File: src/rtl/irda_rx_pkg.sv
`timescale 1ns/1ps
package irda_rx_pkg;

  // strobes from control to datapath
  typedef struct packed {
    logic loadWin;   // clear the timer and capture the divisor
    logic countEn;   // advance the timer
  } ctrl_strobe_t;

  // status from datapath to control
  typedef struct packed {
    logic fallSeen;  // synchronised falling edge on the receiver line
    logic lateZone;  // timer is in the last quarter of the window
    logic atEnd;     // timer is on the last clock of the window
  } dp_status_t;

endpackage

File: src/rtl/irda_rx_datapath.sv
`timescale 1ns/1ps
module irda_rx_datapath
  import irda_rx_pkg::*;
#(
  parameter int DIV_W       = 8,
  parameter int SYNC_STAGES = 2
) (
  input  logic             clk,
  input  logic             rst,
  input  logic             irRxN,
  input  logic [DIV_W-1:0] divisor,
  input  ctrl_strobe_t     strobe,
  output dp_status_t       status
);
  localparam int CNT_W = DIV_W + 5;
  localparam int LAST  = SYNC_STAGES - 1;

  logic [SYNC_STAGES-1:0] syncQ;
  logic                   prevLvl;
  logic [DIV_W-1:0]       nEff;
  logic [CNT_W-1:0]       winLen;
  logic [CNT_W-1:0]       elapsed;
  logic [CNT_W-1:0]       lateStart;

  // Synchroniser chain; resets low so a line held low across reset
  // shows no falling edge.
  genvar gi;
  generate
    for (gi = 0; gi < SYNC_STAGES; gi++) begin : g_sync
      if (gi == 0) begin : g_first
        always_ff @(posedge clk or posedge rst) begin
          if (rst) syncQ[gi] <= 1'b0;
          else     syncQ[gi] <= irRxN;
        end
      end else begin : g_next
        always_ff @(posedge clk or posedge rst) begin
          if (rst) syncQ[gi] <= 1'b0;
          else     syncQ[gi] <= syncQ[gi-1];
        end
      end
    end
  endgenerate

  always_ff @(posedge clk or posedge rst) begin
    if (rst) prevLvl <= 1'b0;
    else     prevLvl <= syncQ[LAST];
  end

  assign nEff = (divisor == '0) ? DIV_W'(1) : divisor;

  // Window timer
  always_ff @(posedge clk or posedge rst) begin
    if (rst) begin
      winLen  <= CNT_W'(32);
      elapsed <= '0;
    end else if (strobe.loadWin) begin
      winLen  <= {nEff, 5'b0};
      elapsed <= '0;
    end else if (strobe.countEn) begin
      elapsed <= elapsed + CNT_W'(1);
    end
  end

  assign lateStart       = winLen - (winLen >> 2);
  assign status.fallSeen = prevLvl & ~syncQ[LAST];
  assign status.lateZone = (elapsed >= lateStart);
  assign status.atEnd    = (elapsed == winLen - CNT_W'(1));

endmodule

File: src/rtl/irda_rx_control.sv
`timescale 1ns/1ps
module irda_rx_control
  import irda_rx_pkg::*;
(
  input  logic         clk,
  input  logic         rst,
  input  dp_status_t   status,
  output ctrl_strobe_t strobe,
  output logic         rxActive
);
  logic startNow;
  logic activeNext;

  always_comb begin
    // start from idle, or restart in the late quarter; a restart
    // wins over the window end falling in the same cycle
    startNow = status.fallSeen & (~rxActive | status.lateZone);
    if (startNow)                      activeNext = 1'b1;
    else if (rxActive && status.atEnd) activeNext = 1'b0;
    else                               activeNext = rxActive;
    strobe.loadWin = startNow;
    strobe.countEn = rxActive;
  end

  always_ff @(posedge clk or posedge rst) begin
    if (rst) rxActive <= 1'b0;
    else     rxActive <= activeNext;
  end

endmodule

File: src/rtl/irda_rx_stretch.sv
`timescale 1ns/1ps
module irda_rx_stretch
  import irda_rx_pkg::*;
#(
  parameter int DIV_W       = 8,
  parameter int SYNC_STAGES = 2
) (
  input  logic             clk,
  input  logic             rst,
  input  logic             irRxN,
  input  logic [DIV_W-1:0] divisor,
  output logic             rxdOut,
  output logic             rxLedN
);
  ctrl_strobe_t strobe;
  dp_status_t   dpStatus;
  logic         rxActive;
  logic         fallSeen;
  logic         atEnd;

  irda_rx_datapath #(.DIV_W(DIV_W), .SYNC_STAGES(SYNC_STAGES)) u_dp (
    .clk(clk), .rst(rst), .irRxN(irRxN), .divisor(divisor),
    .strobe(strobe), .status(dpStatus)
  );

  irda_rx_control u_ctl (
    .clk(clk), .rst(rst), .status(dpStatus),
    .strobe(strobe), .rxActive(rxActive)
  );

  assign fallSeen = dpStatus.fallSeen;
  assign atEnd    = dpStatus.atEnd;
  assign rxdOut   = ~rxActive;
  assign rxLedN   = ~rxActive;

endmodule

File: config.mk
export PLATFORM = sky130hd
export DESIGN_NAME = irda_rx_stretch
export DESIGN_NICKNAME = d
export VERILOG_FILES = /design/src/rtl/irda_rx_pkg.sv /design/src/rtl/irda_rx_datapath.sv /design/src/rtl/irda_rx_control.sv /design/src/rtl/irda_rx_stretch.sv
export SDC_FILE = /design/constraint.sdc
export NUM_CORES = 1
export LEC_CHECK = 0
export BUFFER_PORTS_ARGS = -buffer_cell sky130_fd_sc_hd__buf_2
export CELL_PAD_IN_SITES_DETAIL_PLACEMENT = 0
export CELL_PAD_IN_SITES_GLOBAL_PLACEMENT = 2
export CORE_ASPECT_RATIO = 1.4
export CORE_UTILIZATION = 37
export CTS_BUF_LIST = sky130_fd_sc_hd__clkbuf_16
export CTS_CLUSTER_SIZE = 16
export DETAILED_ROUTE_END_ITERATION = 10
export PLACE_DENSITY = 0.87
export SYNTH_ARGS = -nofsm -noshare
export SYNTH_HDL_FRONTEND = slang
export SYNTH_HIERARCHICAL = 1
export SYNTH_SLANG_ARGS = --single-unit
File: constraint.sdc
create_clock -name clk -period 3.7 [get_ports clk]
set_input_delay 0.37 -clock clk [delete_from_list [all_inputs] [get_ports clk]]
set_output_delay 0.37 -clock clk [all_outputs]
set_load 0.01 [all_outputs]
==> impl_metrics.json, run 1 <==
{
  "tightest_slew_ns": 0.9474,
  "synth_top_family_by_area": "simple AND/OR/NAND/NOR gates",
  "critical_path.cell_chain": "inv_1, ha_1, nor3b_2, o21ai_1, a21oi_2, xnor2_1, ha_1, a211oi_1, nand2_1, a31oi_1, o21ai_1, a21o_1, nand2b_1, and2_4, nand2_1, o21ai_1",
  "cellPowerDensity_mw_per_mm2": 924.5,
  "hold_path_class": "input port to flip-flop",
  "yosysSeqAreaShare_pct": 32.81,
  "root_buffer": "clkbuf_16",
  "route.detailed.drc": 0,
  "clk_pin_slew_ns": 0.07,
  "cp_slowest_cell": "dfrtp_1",
  "vdd_drop_max_uv": 375.5,
  "globalplace.congestion": 0.8078,
  "leakagePower_nw": 0.9869,
  "cpMostUsedCell": "o21ai_1",
  "coreArea_sq_mm": 0.004917,
  "port-buffer-count": 12,
  "antenna_found_initial": 0,
  "yosys.area_share.simple_pct": 19.91,
  "status": "finished clean",
  "cts.sinks": 25,
  "timing.setup.tns_ns": 0,
  "place_hpwl_microns": 3098,
  "synth_area_leaders": "dfrtp_1 (31%), ha_1 (12%), xnor2_1 (7.8%), xor2_1 (6.0%), nand2_1 (3.7%)",
  "post-route-min-period_ns": 3.302,
  "grt_max_degree": 30,
  "async_flop_share_pct": 100.0,
  "nFillCells": 505,
  "critPathMaxStageDelay_ns": 0.45,
  "diodes": 0,
  "synth_fa_ha_area_share_pct": 12.44,
  "die_y_microns": 87.03,
  "cts_tree": "done",
  "synth_compound_area_share_pct": 13.62,
  "grt_pass1_vias": 1446,
  "synth_warnings": 6,
  "register_area_sq_um": 626.9,
  "crit_type": "flip-flop to flip-flop",
  "timing.final.crit_share_pct": 89.25,
  "syn_nets": 247,
  "start_util_pct": 38.85,
  "crit_path_max_fanout": 29,
  "synth.mux.area_fraction_pct": 1.048,
  "dieArea_sq_mm": 0.005459,
  "syn_area_per_cell_sq_um": 8.805,
  "skew_ns": 0.004419,
  "drt_iter0_drc": 80,
  "grt_pass1_wl_microns": 6975,
  "rsz0062_at_grt": "no",
  "synth_edf_count": 0,
  "area_growth_pct": 10.02,
  "post_drt_via_cell_ratio": 5.117,
  "cp.arrival_ns": 3.44,
  "pre_cts_ws_ns": 0.2785,
  "htreeDepth": 1,
  "synth_top_area_cell": "dfrtp_1",
  "synth-xor-area-share_pct": 13.75,
  "io_pins": 13,
  "grt.total_usage_pct": 16.66,
  "netlist_area_sq_mm": 0.001911,
  "slew_violations": 0,
  "rows": 30,
  "layout-drive-gt1-share_pct": 11.50,
  "required_ns": 3.84,
  "slew_headroom_pct": 36.77,
  "crit_path_end_kind": "flip-flop",
  "ys_seq_elements": 25,
  "synth_top_area_share_pct": 31.43,
  "worstSetupStartpointType": "flip-flop",
  "wl_per_cell_microns": 13.95,
  "drv_cap": 0,
  "syn_inst": 217,
  "yosys_most_used_dff": "dfrtp_1",
  "drt_pass1_iterations": 4,
  "die_x_microns": 62.73,
  "clk_latency_ns": 0.27,
  "drt_wl_total_microns": 4045,
  "grt_overflow": 0,
  "finalWorstSetupSlack_ns": 0.3977,
  "layout.nets": 257,
  "clock_path_buffers": 2,
  "synth_cell_types": 48,
  "final-hold-violation-count": 0,
  "finalSetupViolations": 0,
  "ant_nets": 0,
  "multiInputGateArea_sq_mm": 0.001162,
  "vias": 1484,
  "fmax_ghz": 0.3028,
  "cts_made_buffers": 3,
  "post_cts_buffers": 0
}
[final cells by class]
cell class	count	area share, %
repair buffers	15	4.048
clock inverters	1	0.4167
multi-input cells	165	55.30
well taps	64	3.810
flip-flops and latches	25	29.82
clock buffers	3	3.571
inverters	17	3.036
[repair_timing]
item / 4_1_cts / 5_1_grt
gates resized for setup: 0 / 1
endpoints found under the hold margin: 1 / 0
hold buffers: 1 / 0
endpoints found under the setup margin: 0 / 8
[metrics by stage]
stage | hold slack [ns] | total power (W) | utilization, % | instances | instance area (sq um)
2_1_floorplan | 0.09871 | 0.001443 | - | 217 | 1911
3_3_place_gp | 0.2143 | 0.001686 | 40.81 | 285 | 2007
3_5_place_dp | 0.2176 | 0.001682 | 40.81 | 285 | 2007
4_1_cts | 0.2007 | 0.001964 | 42.72 | 290 | 2101
5_1_grt | 0.1933 | 0.002141 | 42.75 | 290 | 2102
6_report | 0.2048 | 0.001943 | 42.75 | 290 | 2102
[registers in the layout, summed over array words and instances, names as in the netlist]
name            count
u_dp/elapsed       13
u_ctl/rxActive      1
u_dp/prevLvl        1
u_dp/syncQ          2
u_dp/winLen         8
[worst paths after layout]
path,start,end,slack [ns],depth (start not counted)
min in group asynchronous,rst,u_ctl/rxActive$_DFFE_PP0P_,0.48,3
setup reg to reg,u_dp/winLen[7]$_DFFE_PP0P_,u_dp/winLen[12]$_DFFE_PP0P_,0.40,16
setup / recovery,u_dp/winLen[7]$_DFFE_PP0P_,u_dp/winLen[12]$_DFFE_PP0P_,0.40,16
hold / removal,irRxN,u_dp/syncQ[0]$_DFF_PP0_,0.20,1
max in group asynchronous,rst,u_dp/winLen[12]$_DFFE_PP0P_,2.25,3
hold reg to reg,u_dp/syncQ[0]$_DFF_PP0_,u_dp/syncQ[1]$_DFF_PP0_,0.35,0
[layout by cell type, fill, tap and decap left out, drive strengths merged, types with 4 or more instances in the layout]
cell   netlist  routed
inv         17      18
xnor2       17      17
buf          7      14
a21oi        4       4
xor2        13      13
nand2       19      19
ha          19      19
o21ai       15      15
nor2        20      20
nand3        7       7
dfrtp       24      24
nand4        4       4
and3         5       5
o21a         4       4
nor3         7       7
[worst max-delay path: cells and delay by family (launching register included)]
family,cells,cell delay [ns]
xor+xnor,1,0.16
compound gates,7,1.03
buf+inv,1,0.11
fa+ha+maj,2,0.60
simple gates,5,0.84
flops,1,0.45
[cells by family (layout without fill, tap and decap cells)]
logic type      count (synthesis)  count (layout)
buf+inv                        27              36
flops                          25              25
xor+xnor                       30              30
mux                             2               2
simple gates                   75              75
fa+ha+maj                      19              19
compound gates                 39              39
[report_power, final]
| group | internal (W) | switching (W) |
|---|---|---|
| logic | 0.000559 | 0.000650 |
| registers | 0.000360 | 0.000120 |
| clock network | 0.000150 | 0.000105 |
| total | 0.00107 | 0.000875 |
[per-layer routing]
| metal | global-route usage [%] | share of wire (%) | up-vias |
|---|---|---|---|
| met5 | 0 | 0 | - |
| met4 | 6.342 | 1.6 | 0 |
| met3 | 1.571 | 1.2 | 5 |
| met2 | 30.73 | 52 | 12 |
| met1 | 19.84 | 45 | 697 |
| li1 | - | - | 770 |
[Yosys cell counts (2+ instances only)]
library cell / count
nor3_1: 6
o211ai_1: 2
xor2_1: 13
nor2b_1: 2
nand2_1: 19
a21oi_1: 3
a21o_1: 2
mux2i_1: 2
buf_4: 3
xnor2_1: 17
buf_2: 2
and3_1: 5
o21a_1: 4
ha_1: 19
nand4_1: 4
dfrtp_1: 24
or4_1: 2
o21ai_0: 3
a211oi_1: 3
inv_1: 16
a31oi_1: 2
o21ai_1: 12
nand3_1: 7
nor2_1: 19
clkbuf_1: 3
(Power assumes the default switching activity.)
==> run 2, diff against run 1 <==
--- a/config.mk
+++ b/config.mk
@@ -14,6 +14,7 @@
 export CTS_CLUSTER_SIZE = 16
 export DETAILED_ROUTE_END_ITERATION = 10
 export PLACE_DENSITY = 0.87
+export RECOVER_POWER = 100
 export SYNTH_ARGS = -nofsm -noshare
 export SYNTH_HDL_FRONTEND = slang
 export SYNTH_HIERARCHICAL = 1
==> impl_metrics.json, run 2 (same netlist as run 1, synthesis figures left out) <==
{
  "layout.nets": 257,
  "skew_ns": 0.004326,
  "cp.arrival_ns": 3.48,
  "layout_common_cells": "dfrtp_1 (24), nand2_1 (19), nor2_1 (19), ha_1 (19), xnor2_1 (17)",
  "final_area_sq_mm": 0.002100,
  "crit_path_end_kind": "flip-flop",
  "grt_max_degree": 30,
  "grt_overflow": 0,
  "final-hold-violation-count": 0,
  "cts.sinks": 25,
  "cp_slowest_cell": "dfrtp_1",
  "drt_wl_total_microns": 4049,
  "worstSetupStartpointType": "flip-flop",
  "post_drt_via_cell_ratio": 5.117,
  "largest_register_ffs": 13,
  "reg2reg_depth": 16,
  "wl_per_cell_microns": 13.96,
  "drv_cap": 0,
  "clock_path_buffers": 2,
  "rows": 30,
  "leakagePower_nw": 0.9783,
  "cellPowerDensity_mw_per_mm2": 921.7,
  "status": "finished clean",
  "coreArea_sq_mm": 0.004917,
  "post-route-min-period_ns": 3.339,
  "grt_pass1_vias": 1446,
  "globalplace.congestion": 0.8078,
  "tightest_slew_ns": 0.9437,
  "ant_nets": 0,
  "clk_pin_slew_ns": 0.07,
  "die_x_microns": 62.73,
  "die_y_microns": 87.03,
  "register_area_sq_um": 626.9,
  "drt_iter0_drc": 79,
  "port-buffer-count": 12,
  "antenna_found_initial": 0,
  "clk_latency_ns": 0.27,
  "layout-drive-gt1-share_pct": 10.62,
  "cts_tree": "done",
  "required_ns": 3.84,
  "start_util_pct": 38.85,
  "hold_path_class": "input port to flip-flop",
  "cpMostUsedCell": "o21ai_0",
  "hold_depth": 1,
  "finalSetupViolations": 0,
  "path_buf_inv": 1,
  "regMostFlops": "u_dp/elapsed",
  "grt.total_usage_pct": 16.66,
  "area_growth_pct": 9.889,
  "drt_pass1_iterations": 4,
  "route.detailed.drc": 0,
  "multiInputGateArea_sq_mm": 0.001162,
  "path_depth": 16,
  "crit_type": "flip-flop to flip-flop",
  "path_delay_family": "compound AO/OA/AOI/OAI gates",
  "critPathMaxStageDelay_ns": 0.45,
  "layout_commonest_cell": "dfrtp_1",
  "rsz0062_at_grt": "no",
  "timing.final.crit_share_pct": 90.26,
  "vdd_drop_max_uv": 374.8,
  "fmax_ghz": 0.2994,
  "crit_path_max_fanout": 29,
  "cts_made_buffers": 3,
  "biggestRegsByFlops": "u_dp/elapsed: 13 flops, u_dp/winLen: 8 flops, u_dp/syncQ: 2 flops",
  "hold_ws_ns": 0.2051,
  "place_area_sq_mm": 0.002007,
  "vias": 1484,
  "slew_violations": 0,
  "place_hpwl_microns": 3098,
  "critical_path.cell_chain": "inv_1, ha_1, nor3b_2, o21ai_0, a21oi_2, xnor2_1, ha_1, a211oi_1, nand2_1, a31oi_1, o21ai_0, a21o_1, nand2b_1, and2_4, nand2_1, o21ai_0",
  "post_cts_buffers": 0,
  "root_buffer": "clkbuf_16",
  "dieArea_sq_mm": 0.005459,
  "grt_pass1_wl_microns": 6975,
  "diodes": 0,
  "slew_headroom_pct": 37.02,
  "timing.setup.tns_ns": 0,
  "io_pins": 13,
  "htreeDepth": 1,
  "nFillCells": 507
}
## run 2: metrics by stage
stage	worst slack, ns	instances	power [W]	utilization (%)
floorplan	0.3869	217	0.001443	-
global placement	0.2332	285	0.001686	40.81
detailed placement	0.2785	285	0.001682	40.81
CTS	0.2300	290	0.001964	42.72
global route	0.06490	290	0.002132	42.70
finish	0.3605	290	0.001935	42.70
## run 2: layer usage
layer | share of wire (%) | track usage [%] | up-vias
li1 | - | - | 771
met4 | 1.6 | 6.342 | 0
met1 | 45 | 19.84 | 696
met2 | 52 | 30.73 | 12
met3 | 1.3 | 1.571 | 5
met5 | 0 | 0 | -
## run 2: layout make-up
| class | count | area share [%] |
|---|---|---|
| clock buffer | 3 | 3.576 |
| clock inverter | 1 | 0.4172 |
| inverter | 17 | 3.039 |
| multi-input combinational | 165 | 55.36 |
| sequential | 25 | 29.86 |
| tap | 64 | 3.814 |
| timing repair buffer | 15 | 3.933 |
## run 2: timing repair
item,CTS,global route
endpoints found under the hold margin,1,0
setup endpoints to repair,0,8
resized for setup,0,1
hold buffers,1,0
## run 2: worst paths after layout
path,startpoint,end,slack (ns)
worst min register to register,u_dp/syncQ[0]$_DFF_PP0_,u_dp/syncQ[1]$_DFF_PP0_,0.35
worst max register to register,u_dp/winLen[7]$_DFFE_PP0P_,u_dp/winLen[10]$_DFFE_PP0P_,0.36
max in group asynchronous,rst,u_dp/winLen[12]$_DFFE_PP0P_,2.25
worst min-delay path,irRxN,u_dp/syncQ[0]$_DFF_PP0_,0.21
worst max-delay path,u_dp/winLen[7]$_DFFE_PP0P_,u_dp/winLen[10]$_DFFE_PP0P_,0.36
min in group asynchronous,rst,u_ctl/rxActive$_DFFE_PP0P_,0.48
## run 2: power breakdown
| part | switching (W) | internal, W | leakage (nW) | total [W] |
|---|---|---|---|---|
| Combinational | 0.000647 | 0.000555 | 0.627 | 0.00120 |
| Clock | 0.000104 | 0.000150 | 0.0415 | 0.000254 |
| Sequential | 0.000119 | 0.000360 | 0.310 | 0.000479 |
